<file path="config.mk">
export PLATFORM = sky130hd
export DESIGN_NAME = irq_status_agg
export DESIGN_NICKNAME = d
export VERILOG_FILES = /design/src/rtl/irqagg_pkg.sv /design/src/rtl/irqagg_btn_edge.sv /design/src/rtl/irqagg_mask_reg.sv /design/src/rtl/irqagg_status_reg.sv /design/src/rtl/irq_status_agg.sv
export SDC_FILE = /design/constraint.sdc
export NUM_CORES = 1
export LEC_CHECK = 0
export BUFFER_PORTS_ARGS = -buffer_cell sky130_fd_sc_hd__buf_2
export CAP_MARGIN = 20
export CORE_MARGIN = 5
export CORE_UTILIZATION = 49
export CTS_CLUSTER_SIZE = 24
export DETAILED_ROUTE_END_ITERATION = 8
export PLACE_DENSITY = 0.77
export SETUP_SLACK_MARGIN = 0.3
export SYNTH_ARGS = -nofsm -noshare
export SYNTH_HDL_FRONTEND = slang
export SYNTH_HIERARCHICAL = 1
export SYNTH_SLANG_ARGS = --single-unit
</file>
<file path="constraint.sdc">
create_clock -name clk -period 1.4 [get_ports clk]
set_clock_uncertainty 0.2 [all_clocks]
set_input_delay 0.14 -clock clk [delete_from_list [all_inputs] [get_ports clk]]
set_output_delay 0.14 -clock clk [all_outputs]
set_load 0.05 [all_outputs]
</file>
<file path="src/rtl/irqagg_pkg.sv">
package irqagg_pkg;
  localparam int BYTE_W = 8;
  localparam int STAT_W = 16;
  localparam int ADDR_W = 3;
  localparam int GEN_W  = 8;

  localparam logic [ADDR_W-1:0] A_MASK_LO = 3'd0;
  localparam logic [ADDR_W-1:0] A_MASK_HI = 3'd1;
  localparam logic [ADDR_W-1:0] A_STAT_LO = 3'd2;
  localparam logic [ADDR_W-1:0] A_STAT_HI = 3'd3;
  localparam logic [ADDR_W-1:0] A_ACK_LO  = 3'd4;
  localparam logic [ADDR_W-1:0] A_ACK_HI  = 3'd5;

  localparam int BIT_TICK  = 8;
  localparam int BIT_ALARM = 9;
  localparam int BIT_UPERR = 10;
  localparam int BIT_BTN   = 11;

  localparam logic [STAT_W-1:0] MASK_RST = 16'h0FFF;
endpackage

</file>
<file path="src/rtl/irqagg_btn_edge.sv">
module irqagg_btn_edge #(
  parameter int SYNC_STAGES = 2
) (
  input  logic clk,
  input  logic rst_n,
  input  logic level_in,
  output logic rise
);
  logic [SYNC_STAGES-1:0] sync_q;
  logic                   prev_q;

  generate
    for (genvar s = 0; s < SYNC_STAGES; s++) begin : g_sync
      always_ff @(posedge clk or negedge rst_n) begin
        if (!rst_n) sync_q[s] <= 1'b0;
        else if (s == 0) sync_q[s] <= level_in;
        else sync_q[s] <= sync_q[(s == 0) ? 0 : s-1];
      end
    end
  endgenerate

  always_ff @(posedge clk or negedge rst_n) begin
    if (!rst_n) prev_q <= 1'b0;
    else prev_q <= sync_q[SYNC_STAGES-1];
  end

  assign rise = sync_q[SYNC_STAGES-1] & ~prev_q;


  single_rise_chk: assert property (@(posedge clk) disable iff (!rst_n)
    rise |=> !rise);
endmodule

</file>
<file path="src/rtl/irqagg_mask_reg.sv">
module irqagg_mask_reg
  import irqagg_pkg::*;
#(
  parameter int                W     = STAT_W,
  parameter logic [STAT_W-1:0] RST_V = MASK_RST
) (
  input  logic                      clk,
  input  logic                      rst_n,
  input  logic [W/BYTE_W-1:0]       lane_we,
  input  logic [BYTE_W-1:0]         wdata,
  output logic [W-1:0]              mask
);
  localparam int LANES = W / BYTE_W;

  generate
    for (genvar l = 0; l < LANES; l++) begin : g_lane
      always_ff @(posedge clk or negedge rst_n) begin
        if (!rst_n) mask[l*BYTE_W +: BYTE_W] <= RST_V[l*BYTE_W +: BYTE_W];
        else if (lane_we[l]) mask[l*BYTE_W +: BYTE_W] <= wdata;
      end


      lane_hold_chk: assert property (@(posedge clk) disable iff (!rst_n)
        !lane_we[l] |=> (mask[l*BYTE_W +: BYTE_W] == $past(mask[l*BYTE_W +: BYTE_W])));
    end
  endgenerate
endmodule

</file>
<file path="src/rtl/irqagg_status_reg.sv">
module irqagg_status_reg #(
  parameter int W = 16
) (
  input  logic         clk,
  input  logic         rst_n,
  input  logic [W-1:0] set_vec,
  input  logic [W-1:0] clr_vec,
  output logic [W-1:0] status
);
  always_ff @(posedge clk or negedge rst_n) begin
    if (!rst_n) status <= '0;
    else status <= (status & ~clr_vec) | set_vec;
  end


  set_wins_chk: assert property (@(posedge clk) disable iff (!rst_n)
    (|set_vec) |=> ((status & $past(set_vec)) == $past(set_vec)));


  ack_clears_chk: assert property (@(posedge clk) disable iff (!rst_n)
    (|(clr_vec & ~set_vec)) |=> ((status & $past(clr_vec & ~set_vec)) == '0));


  sticky_hold_chk: assert property (@(posedge clk) disable iff (!rst_n)
    1'b1 |=> ((~status & $past(status & ~clr_vec)) == '0));
endmodule

</file>
<file path="src/rtl/irq_status_agg.sv">
module irq_status_agg
  import irqagg_pkg::*;
#(
  parameter int SYNC_STAGES = 2
) (
  input  logic              clk,
  input  logic              rst_n,
  input  logic [GEN_W-1:0]  ev_strobe,
  input  logic              rtc_tick,
  input  logic              rtc_alarm,
  input  logic              rtc_upd_err,
  input  logic              btn_level,
  input  logic              reg_wr,
  input  logic [ADDR_W-1:0] reg_addr,
  input  logic [BYTE_W-1:0] reg_wdata,
  output logic [BYTE_W-1:0] reg_rdata,
  output logic              irq
);
  localparam int LANES = STAT_W / BYTE_W;

  logic              btn_rise;
  logic [STAT_W-1:0] set_vec, clr_vec, status, mask;
  logic [LANES-1:0]  mask_we, ack_we;

  irqagg_btn_edge #(.SYNC_STAGES(SYNC_STAGES)) u_btn (
    .clk(clk), .rst_n(rst_n), .level_in(btn_level), .rise(btn_rise)
  );

  always_comb begin
    set_vec            = '0;
    set_vec[GEN_W-1:0] = ev_strobe;
    set_vec[BIT_TICK]  = rtc_tick;
    set_vec[BIT_ALARM] = rtc_alarm;
    set_vec[BIT_UPERR] = rtc_upd_err;
    set_vec[BIT_BTN]   = btn_rise;
  end

  assign mask_we[0] = reg_wr && (reg_addr == A_MASK_LO);
  assign mask_we[1] = reg_wr && (reg_addr == A_MASK_HI);
  assign ack_we[0]  = reg_wr && (reg_addr == A_ACK_LO);
  assign ack_we[1]  = reg_wr && (reg_addr == A_ACK_HI);

  generate
    for (genvar l = 0; l < LANES; l++) begin : g_clr
      assign clr_vec[l*BYTE_W +: BYTE_W] = ack_we[l] ? reg_wdata : '0;
    end
  endgenerate

  irqagg_mask_reg #(.W(STAT_W), .RST_V(MASK_RST)) u_mask (
    .clk(clk), .rst_n(rst_n), .lane_we(mask_we), .wdata(reg_wdata), .mask(mask)
  );

  irqagg_status_reg #(.W(STAT_W)) u_stat (
    .clk(clk), .rst_n(rst_n), .set_vec(set_vec), .clr_vec(clr_vec), .status(status)
  );

  always_comb begin
    unique case (reg_addr)
      A_MASK_LO: reg_rdata = mask[BYTE_W-1:0];
      A_MASK_HI: reg_rdata = mask[STAT_W-1:BYTE_W];
      A_STAT_LO: reg_rdata = status[BYTE_W-1:0];
      A_STAT_HI: reg_rdata = status[STAT_W-1:BYTE_W];
      default:   reg_rdata = '0;
    endcase
  end

  assign irq = |(status & ~mask);


  upper_idle_chk: assert property (@(posedge clk) disable iff (!rst_n)
    (reg_addr == A_STAT_HI) |-> (reg_rdata[BYTE_W-1:4] == '0));


  ack_reads_zero_chk: assert property (@(posedge clk) disable iff (!rst_n)
    (reg_addr >= A_ACK_LO) |-> (reg_rdata == '0));
endmodule

</file>
==> metrics.txt, run 1 <==
initial antenna violation count=0; share of cells above drive strength 1=53.0%; Slew Viols, Final=0; via count=1,475; Clock Tree Buf Depth=2; DP HPWL=3220 microns; area of the multi-input gates=1040 sq um; largest net degree at the start of global routing=20; Period minus WS final=1.96 ns; DP Area=2360 sq um; commonest non-fill, non-tap cell in the layout=dfrtp_1; RSZ-0062 raised after global routing=yes; Ys Warns=6; cell count after synthesis=147; worst endpoint data arrival time=1.62 ns; Distinct cells, synth=20; Boundary Pins=35; FF/Latch Area=891 sq um; kind of critical path=register to output pin; worst ir drop on vdd=0.000622 V; CP cell instances=nor2b_1, a2111oi_4, nand4_1, buf_6; critical path depth=4; vias in the first global route=1,605; DR WL/cell=19.0 microns; CP endpoint kind=output pin; max_cap viols=0; area of the core=3720 sq um; fin nets=259; area of the die=5220 sq um; R2R depth=2; Synth Cell Area=1900 sq um; Sink Count=35; Routed Antenna Nets=0; Critical-path top delay cell=dfstp_2; fmax=511 MHz; First DRT Iteration DRCs=100; leakage=1.27 nW; failing checks=negative setup slack; routed vias/inst=5.23; Hold Path Depth=4; Remaining DRCs=0; Post-Route Utilization=78.7%; final setup fails=9; Yosys reg bits=35; status=complete, but fails checks; final worst-path cycle share=140%; GP Congestion=0.820; fill cell count=217; total CTS buffers=5; H-tree Lvls=2; setup slack after layout=-0.557 ns; chip height=72.2 microns; clock slew at reported path FFs=0.07 ns; first-pass GRT wire length=8300 microns; CTS tree=done; # port buffers=34; commonest cells after routing, fill and taps aside=dfrtp_1, buf_4, buf_2; critical path launch point type=register; Mean Syn Cell Area=12.9 sq um; Starting Density=51.1%; CP top delay family=flip-flops; Inserted Diodes=0; die width=72.2 microns; PwrDens=1080 nW/um^2; Area Overhead vs Synth=54.1%; DRT Pass-1 Iters=4; worst skew pair latency=0.29 ns; post-synthesis sequential area ratio=46.9%; Worst EP required=1.06 ns; Final Cell Area=2930 sq um; final hold vios=0; Hold Path Class=input port to register; crit path buf inv count=1; final wirelength=5360 microns; Crit path largest cell delay=0.54 ns; pre-CTS setup slack=-0.381 ns; GRT overflow=0; FP Rows=22; Global Route Usage Sum=21.9%; largest fanout on the critical path=2; Clock Root Buffer=clkbuf_8
-- tightest hold or removal path, stage by stage --
cell	delay, ns
buf_2	0.09
and2_1	0.12
inv_1	0.04
a21o_1	0.14
-- cell families after synthesis --
family	after synthesis	synth area share, %
AND/OR/NAND/NOR	42	16.2
AO/OA/AOI/OAI	20	8.17
other	1	0.198
multiplexers	24	22.3
buffers and inverters	25	6.20
flip-flops	35	46.9
-- worst paths after layout --
check / startpoint / to / slack (ns)
worst max-delay path: u_mask/mask[8]$_DFFE_PN1P_ / irq / -0.56
worst max register to register: u_mask/mask[12]$_DFFE_PN0P_ / u_mask/mask[12]$_DFFE_PN0P_ / 0.30
worst min-delay path: reg_wdata[4] / u_stat/status[4]$_DFF_PN0_ / 0.07
max in group asynchronous: rst_n / u_mask/mask[4]$_DFFE_PN1P_ / 0.47
min in group asynchronous: rst_n / u_stat/status[11]$_DFF_PN0_ / 0.08
worst min register to register: u_btn/sync_q[0]$_DFF_PN0_ / u_btn/sync_q[1]$_DFF_PN0_ / 0.15
-- cell usage after synthesis --
| cell | number | share of area [%] |
|---|---|---|
| a2111oi_0 | 4 | 1.8 |
| mux2_4 | 16 | 13 |
| and4b_1 | 1 | 0.53 |
| and2_1 | 16 | 5.3 |
| dfstp_2 | 12 | 17 |
| dfrtp_1 | 23 | 30 |
| a21o_1 | 16 | 6.3 |
| inv_1 | 20 | 4.0 |
| nor4bb_1 | 1 | 0.53 |
| mux4_2 | 7 | 8.3 |
| nor4bb_4 | 1 | 1.3 |
| mux4_1 | 1 | 1.4 |
| nor2b_4 | 2 | 1.5 |
| nand4_1 | 1 | 0.33 |
| buf_2 | 1 | 0.26 |
| nor2b_1 | 19 | 6.3 |
| conb_1 | 1 | 0.20 |
| nor4b_1 | 1 | 0.46 |
| buf_6 | 3 | 1.8 |
| clkbuf_1 | 1 | 0.20 |
-- power breakdown --
part	internal, mW	switching [mW]	total (mW)
sequential	1.19	0.102	1.29
clock	0.576	0.378	0.954
combinational	0.517	0.388	0.904
-- area by class of cell --
class	count	area share (%)
clock buffer	6	2.82
clock inverter	2	1.20
inverter	20	2.57
multi-input combinational	90	35.5
sequential	35	30.5
tap	48	2.05
timing repair buffer	81	25.4
-- repair_timing --
| item | CTS | global route |
|---|---|---|
| pin swaps | 4 | 5 |
| resized for setup | 34 | 15 |
| setup buffers | 3 | 3 |
| hold buffers | 21 | 0 |
| hold endpoints to repair | 56 | 0 |
| gates cloned | 1 | 0 |
| endpoints found under the setup margin | 41 | 32 |
-- metal layers --
metal	vias up	share of wire (%)	global-route usage, %
li1	670	-	-
met1	737	39	24.6
met2	47	52	38.3
met3	21	4.2	5.54
met4	0	4.8	10.6
met5	-	0	0
-- through the flow --
step	TNS (ns)	hold slack (ns)	std cells	power [mW]
2_1_floorplan	-0.344	-0.356	150	1.78
3_3_place_gp	-6.96	-0.116	246	1.97
3_5_place_dp	-7.89	-0.102	246	2.01
4_1_cts	-3.80	0.0606	279	3.09
5_1_grt	-4.34	0.0618	282	3.26
6_report	-3.99	0.0673	282	3.15
-- state kept, by name, summed over array words and instances (netlist names) --
| name | cells |
|---|---|
| u_btn/sync_q | 2 |
| u_stat/status | 16 |
| u_mask/mask | 16 |
| u_btn/prev_q | 1 |
Power figures use the tool's default switching activity.
==> run 2: changes to the inputs <==
Settings changed: BUFFER_PORTS_ARGS -buffer_cell sky130_fd_sc_hd__buf_2 to unset, CORE_UTILIZATION 49 to 56, DONT_BUFFER_PORTS set to 1.
==> run 2 against run 1 <==
The flow finishes with violations (negative hold slack, negative setup slack). Non-clock buffer count fell by 27. Clock power fell by 43%. Cell count fell by 10%. Clock-buffer cell count rose by 1. Critical path type unchanged. Wire length fell by 4.3%. Register-to-register slack got worse by 0.06 ns. Sequential power barely moved. Die area fell by 11%. Maximum frequency fell by 1.8%. Via count fell by 5.5%. Global-route usage rose by 1.9 points.
==> metrics.txt, run 2 (synthesized netlist as in run 1, its figures left out) <==
H-tree Lvls=2 (unchanged); GP Congestion=0.822 (was 0.820); combinational share of power=33.3% (was 28.7%); Critical R2R Capture=u_mask/mask[8]$_DFFE_PN1P_ (was u_mask/mask[12]$_DFFE_PN0P_); worst ir drop on vdd=0.000695 V (was 0.000622 V); Remaining DRCs=0 (unchanged); DR WL/cell=20.3 microns (was 19.0 microns); Crit. Startpoint=u_mask/mask[7]$_DFFE_PN1P_ (was u_mask/mask[8]$_DFFE_PN1P_); largest registers=u_mask/mask x16, u_stat/status x16, u_btn/sync_q x2 (unchanged); Starting Density=57.3% (was 51.1%); final worst-path cycle share=142% (was 140%); Inserted Diodes=0 (unchanged); final setup fails=9 (unchanged); CTS tree=done (unchanged); Boundary Pins=35 (unchanged); Non-Filler Instances=253 (was 282); CP endpoint kind=output pin (unchanged); P_int=1.94 mW (was 2.28 mW); # port buffers=0 (was 34); kind of critical path=register to output pin (unchanged); total CTS buffers=5 (unchanged); RSZ-0062 raised after global routing=yes (unchanged); chip height=68.2 microns (was 72.2 microns); worst endpoint data arrival time=1.65 ns (was 1.62 ns); status=complete, but fails checks (unchanged); commonest cells after routing, fill and taps aside=dfrtp_1, dlygate4sd3_1, inv_1 (was dfrtp_1, buf_4, buf_2); crit path capture=irq (unchanged); largest net degree at the start of global routing=36 (was 20); FP Rows=21 (was 22); switching share of power=30.0% (was 27.5%); Worst EP required=1.06 ns (about the same); Switch Pwr=0.829 mW (was 0.867 mW); DP HPWL=3160 microns (was 3220 microns); Area Overhead vs Synth=43.2% (was 54.1%); flop-to-flop setup slack=0.24 ns (was 0.30 ns); first-pass GRT wire length=7620 microns (was 8300 microns); DRT Pass-1 Iters=4 (unchanged); fin nets=232 (was 259); failing checks=negative hold slack, negative setup slack (was negative setup slack); clock slew at reported path FFs=0.12 ns (was 0.07 ns); sequential share of power=46.9% (was 41.0%); Clock Root Buffer=clkbuf_4 (was clkbuf_8); fmax=502 MHz (was 511 MHz); routed vias/inst=5.51 (was 5.23); Post-Route Utilization=82.1% (was 78.7%); R2R depth=3 (was 2); leakage=1.10 nW (was 1.27 nW); commonest non-fill, non-tap cell in the layout=dfrtp_1 (unchanged); largest fanout on the critical path=2 (unchanged); Hold Path Class=input port to register (unchanged); final wirelength=5130 microns (was 5360 microns); GRT overflow=0 (unchanged); Final Hold Slack=-0.00873 ns (was 0.0673 ns); Clock Power Share=19.8% (was 30.3%); share of cells above drive strength 1=45.4% (was 53.0%); final hold vios=2 (was 0); Sink Count=35 (unchanged); via count=1,394 (was 1,475); Post-Place Cells=217 (was 246); max_cap viols=0 (unchanged); First DRT Iteration DRCs=89 (was 100); critical path launch point type=register (unchanged); initial antenna violation count=0 (unchanged); Period minus WS final=1.99 ns (was 1.96 ns); Routed Antenna Nets=0 (unchanged); Clock Tree Buf Depth=2 (unchanged); pre-CTS setup slack=-0.223 ns (was -0.381 ns); area of the core=3310 sq um (was 3720 sq um); Crit Reg-Reg Startpoint=u_mask/mask[8]$_DFFE_PN1P_ (was u_mask/mask[12]$_DFFE_PN0P_); worst skew pair latency=0.33 ns (was 0.29 ns); PwrDens=1020 nW/um^2 (was 1080 nW/um^2); Global Route Usage Sum=23.8% (was 21.9%); Slew Viols, Final=0 (unchanged); setup slack after layout=-0.593 ns (was -0.557 ns); vias in the first global route=1,511 (was 1,605); die width=68.2 microns (was 72.2 microns); area of the die=4650 sq um (was 5220 sq um)
[run 2: area by class of cell]
class | instances | area, sq um
Clock buffer | 7 | 45.0
Clock inverter | 1 | 5.00
Fill cell | 193 | 592
Inverter | 20 | 75.1
Multi-Input combinational cell | 90 | 1050
Sequential cell | 35 | 892
Tap cell | 46 | 57.6
Timing Repair Buffer | 54 | 593
[run 2: repair_timing]
| action | CTS | global route |
|---|---|---|
| pin swaps | 3 | 2 |
| hold buffers | 20 | 2 |
| hold endpoints to repair | 68 | 39 |
| gates resized for setup | 6 | 7 |
| setup buffers | 2 | 4 |
| endpoints found under the setup margin | 11 | 12 |
[run 2: worst min-delay path by stage]
stage | from | endpoint | slack, ns | depth (start not counted)
floorplan | rst_n | u_btn/prev_q$_DFF_PN0_ | -0.36 | 0
global placement | rst_n | u_stat/status[4]$_DFF_PN0_ | -0.35 | 0
detailed placement | rst_n | u_stat/status[4]$_DFF_PN0_ | -0.35 | 0
CTS | rst_n | u_mask/mask[15]$_DFFE_PN0P_ | -0.74 | 0
global route | reg_addr[2] | u_mask/mask[15]$_DFFE_PN0P_ | -0.01 | 3
finish | reg_addr[2] | u_mask/mask[10]$_DFFE_PN1P_ | -0.009 | 3
[run 2: power groups by stage]
| stage | clock [mW] | sequential (mW) | combinational [mW] |
|---|---|---|---|
| 2_1_floorplan | 0 | 1.26 | 0.520 |
| 3_3_place_gp | 0 | 1.28 | 0.704 |
| 3_5_place_dp | 0 | 1.29 | 0.729 |
| 4_1_cts | 0.545 | 1.28 | 0.811 |
| 5_1_grt | 0.601 | 1.31 | 0.958 |
| 6_report | 0.548 | 1.30 | 0.919 |
[run 2: routing by layer]
metal  wire length, microns  up-vias  global-route usage (%)
met5                      0        -                       0
met4                    136        0                    13.4
met3                    203       13                    4.76
met2                   2760       55                    41.2
met1                   2020      713                    27.2
li1                       -      613                       -
[run 2: through the flow]
step,total power [mW],cell area (sq um),TNS [ns]
5_1_grt,2.87,2720,-5.02
3_5_place_dp,2.02,2330,-1.13
3_3_place_gp,1.98,2330,-0.966
6_report,2.76,2720,-4.61
4_1_cts,2.64,2610,-4.56
2_1_floorplan,1.78,2050,-0.344
[run 2: critical path: stages (launching register included)]
cell       delay, ns
dfstp_2         0.57
inv_1           0.07
a2111oi_4       0.30
nand4_1         0.17
buf_6           0.19
==> run 3: changes to the inputs <==
==> constraint.sdc (replaced) <==
create_clock -name clk -period 1.4 [get_ports clk]
set_clock_uncertainty 0.2 [all_clocks]
set_input_delay 0.14 -clock clk [delete_from_list [all_inputs] [get_ports clk]]
set_output_delay 0.14 -clock clk [all_outputs]
set_load 0.01 [all_outputs]
==> run 3 against run 2 <==
The flow finishes with violations (negative setup slack). Clock-buffer cell count down 1. Power down 1.7%. Clock power up 40%. Maximum frequency up 9.2%. Die area unchanged. Critical path depth down 1. Design area down 8.1%. Sequential share of layout area up 2.8 points. Core utilization down 6.7 points. Flip-flop and latch count unchanged. Global-route usage down 1.7 points. Critical path type unchanged.
==> metrics.txt, run 3 (synthesized netlist as in run 1, its figures left out) <==
Switch Pwr=0.667 mW (was 0.829 mW); Worst EP required=1.06 ns (about the same); commonest non-fill, non-tap cell in the layout=dfrtp_1 (unchanged); P_int=2.05 mW (was 1.94 mW); Hold Path Class=input port to register (unchanged); total CTS buffers=5 (unchanged); DP HPWL=2900 microns (was 3160 microns); Final Cell Area=2500 sq um (was 2720 sq um); Starting Density=57.3% (unchanged); Area Overhead vs Synth=31.6% (was 43.2%); area of the multi-input gates=1010 sq um (was 1050 sq um); final setup fails=9 (unchanged); routed vias/inst=5.33 (was 5.51); combinational share of power=24.5% (was 33.3%); GP Congestion=0.830 (was 0.822); Inserted Diodes=0 (unchanged); Period minus WS final=1.82 ns (was 1.99 ns); fmax=548 MHz (was 502 MHz); switching share of power=24.6% (was 30.0%); critical path launch point type=register (unchanged); PwrDens=1090 nW/um^2 (was 1020 nW/um^2); final worst-path cycle share=130% (was 142%); CP endpoint kind=output pin (unchanged); first-pass GRT wire length=7250 microns (was 7620 microns); GRT overflow=0 (unchanged); Hold Path Depth=3 (unchanged); # port buffers=0 (unchanged); Clock Tree Buf Depth=2 (unchanged); Crit Reg-Reg Startpoint=u_mask/mask[7]$_DFFE_PN1P_ (was u_mask/mask[8]$_DFFE_PN1P_); Routed Antenna Nets=0 (unchanged); kind of critical path=register to output pin (unchanged); largest net degree at the start of global routing=36 (unchanged); initial antenna violation count=0 (unchanged); FP Rows=21 (unchanged); Clock Root Buffer=clkbuf_4 (unchanged); clock slew at reported path FFs=0.11 ns (was 0.12 ns); area of the die=4650 sq um (unchanged); total power=2.72 mW (was 2.76 mW); Critical R2R Capture=u_mask/mask[7]$_DFFE_PN1P_ (was u_mask/mask[8]$_DFFE_PN1P_); Slew Viols, Final=0 (unchanged); Sink Count=35 (unchanged); failing checks=negative setup slack (was negative hold slack, negative setup slack); area of the core=3310 sq um (unchanged); R2R depth=4 (was 3); DR WL/cell=18.3 microns (was 20.3 microns); chip height=68.2 microns (unchanged); DRT Pass-1 Iters=4 (unchanged); H-tree Lvls=2 (unchanged); Crit. Startpoint=u_mask/mask[9]$_DFFE_PN1P_ (was u_mask/mask[7]$_DFFE_PN1P_); worst skew pair latency=0.34 ns (was 0.33 ns); Global Route Usage Sum=22.1% (was 23.8%); Boundary Pins=35 (unchanged); First DRT Iteration DRCs=37 (was 89); max_cap viols=0 (unchanged); fin nets=216 (was 232); commonest cells after routing, fill and taps aside=dfrtp_1, dlygate4sd3_1, inv_1 (unchanged); Post-Route Utilization=75.5% (was 82.1%); Clock Power Share=28.3% (was 19.8%); final hold vios=0 (was 2); largest registers=u_mask/mask x16, u_stat/status x16, u_btn/sync_q x2 (unchanged); leakage=1.02 nW (was 1.10 nW); Remaining DRCs=0 (unchanged); sequential share of power=47.2% (was 46.9%); worst endpoint data arrival time=1.48 ns (was 1.65 ns); largest fanout on the critical path=2 (unchanged); share of cells above drive strength 1=40.8% (was 45.4%); vias in the first global route=1,437 (was 1,511); setup slack after layout=-0.424 ns (was -0.593 ns); DP Area=2100 sq um (was 2330 sq um); final wirelength=4340 microns (was 5130 microns); RSZ-0062 raised after global routing=yes (unchanged); status=complete, but fails checks (unchanged); via count=1,263 (was 1,394); FF/Latch Area=891 sq um (was 892 sq um); fill cell count=231 (was 193); die width=68.2 microns (unchanged); crit path capture=irq (unchanged); flop-to-flop setup slack=0.19 ns (was 0.24 ns); CTS tree=done (unchanged); worst ir drop on vdd=0.000902 V (was 0.000695 V)
## run 3: changes by cell type in the layout (fill, tap and decap cells not counted), moves of 2 or more
cell       before  now
a2111oi_2       1    4
clkbuf_1        2    0
a2111oi_4       3    0
buf_12          9    1
buf_4          18    9
nor2b_2         2    0
## run 3: worst max-delay path, cell delays in order, from the launching register on
cell and delay, ns:
dfstp_2 0.55, nor2b_1 0.05, a2111oi_2 0.33, nand4_1 0.22
## run 3: how the worst min path moves through the flow
stage	slack, ns	to	from
floorplan	-0.36	u_btn/prev_q$_DFF_PN0_	rst_n
global placement	-0.35	u_stat/status[15]$_DFF_PN0_	rst_n
detailed placement	-0.35	u_stat/status[12]$_DFF_PN0_	rst_n
CTS	-0.73	u_stat/status[0]$_DFF_PN0_	rst_n
global route	-0.02	u_mask/mask[13]$_DFFE_PN0P_	reg_addr[2]
finish	0.002	u_mask/mask[11]$_DFFE_PN1P_	reg_addr[2]
## run 3: through the flow
stage                     worst slack, ns  hold WS, ns  TNS (ns)  cells
after global routing               -0.483      -0.0230     -3.63    237
after global placement            -0.0864       -0.355   -0.0864    200
after CTS                          -0.448       -0.733     -3.29    233
after floorplan                  0.000395       -0.356         0    150
after detailed placement          -0.0891       -0.355   -0.0893    200
final                              -0.424      0.00163     -3.19    237
## run 3: metal layers
metal / wire length, microns / global-route usage (%) / vias to the layer above / part of all wire [%]
li1: - / - / 581 / -
met1: 1780 / 26.3 / 637 / 41
met2: 2250 / 37.7 / 38 / 52
met3: 235 / 5.09 / 7 / 5.4
met4: 71 / 10.4 / 0 / 1.6
met5: 0 / 0 / - / 0
## run 3: final cells by class
type                    count  area share [%]
flip-flops and latches     35            35.7
repair buffers             38            15.1
clock inverters             2            1.40
multi-input cells          90            40.5
clock buffers               6            2.05
inverters                  20            3.00
well taps                  46            2.30
## run 3: timing repair
| action | in CTS | in global routing |
|---|---|---|
| hold buffers | 20 | 2 |
| setup buffers | 5 | 2 |
| endpoints found under the hold margin | 68 | 43 |
| setup endpoints to repair | 9 | 11 |
| pin swaps | 2 | 0 |
| resized for setup | 6 | 3 |
## run 3: power groups by stage
stage,sequential (mW),combinational (mW),clock [mW]
after floorplan,1.26,0.441,0
after global placement,1.28,0.486,0
after detailed placement,1.29,0.500,0
after CTS,1.28,0.610,0.783
after global routing,1.30,0.709,0.827
final,1.28,0.665,0.769
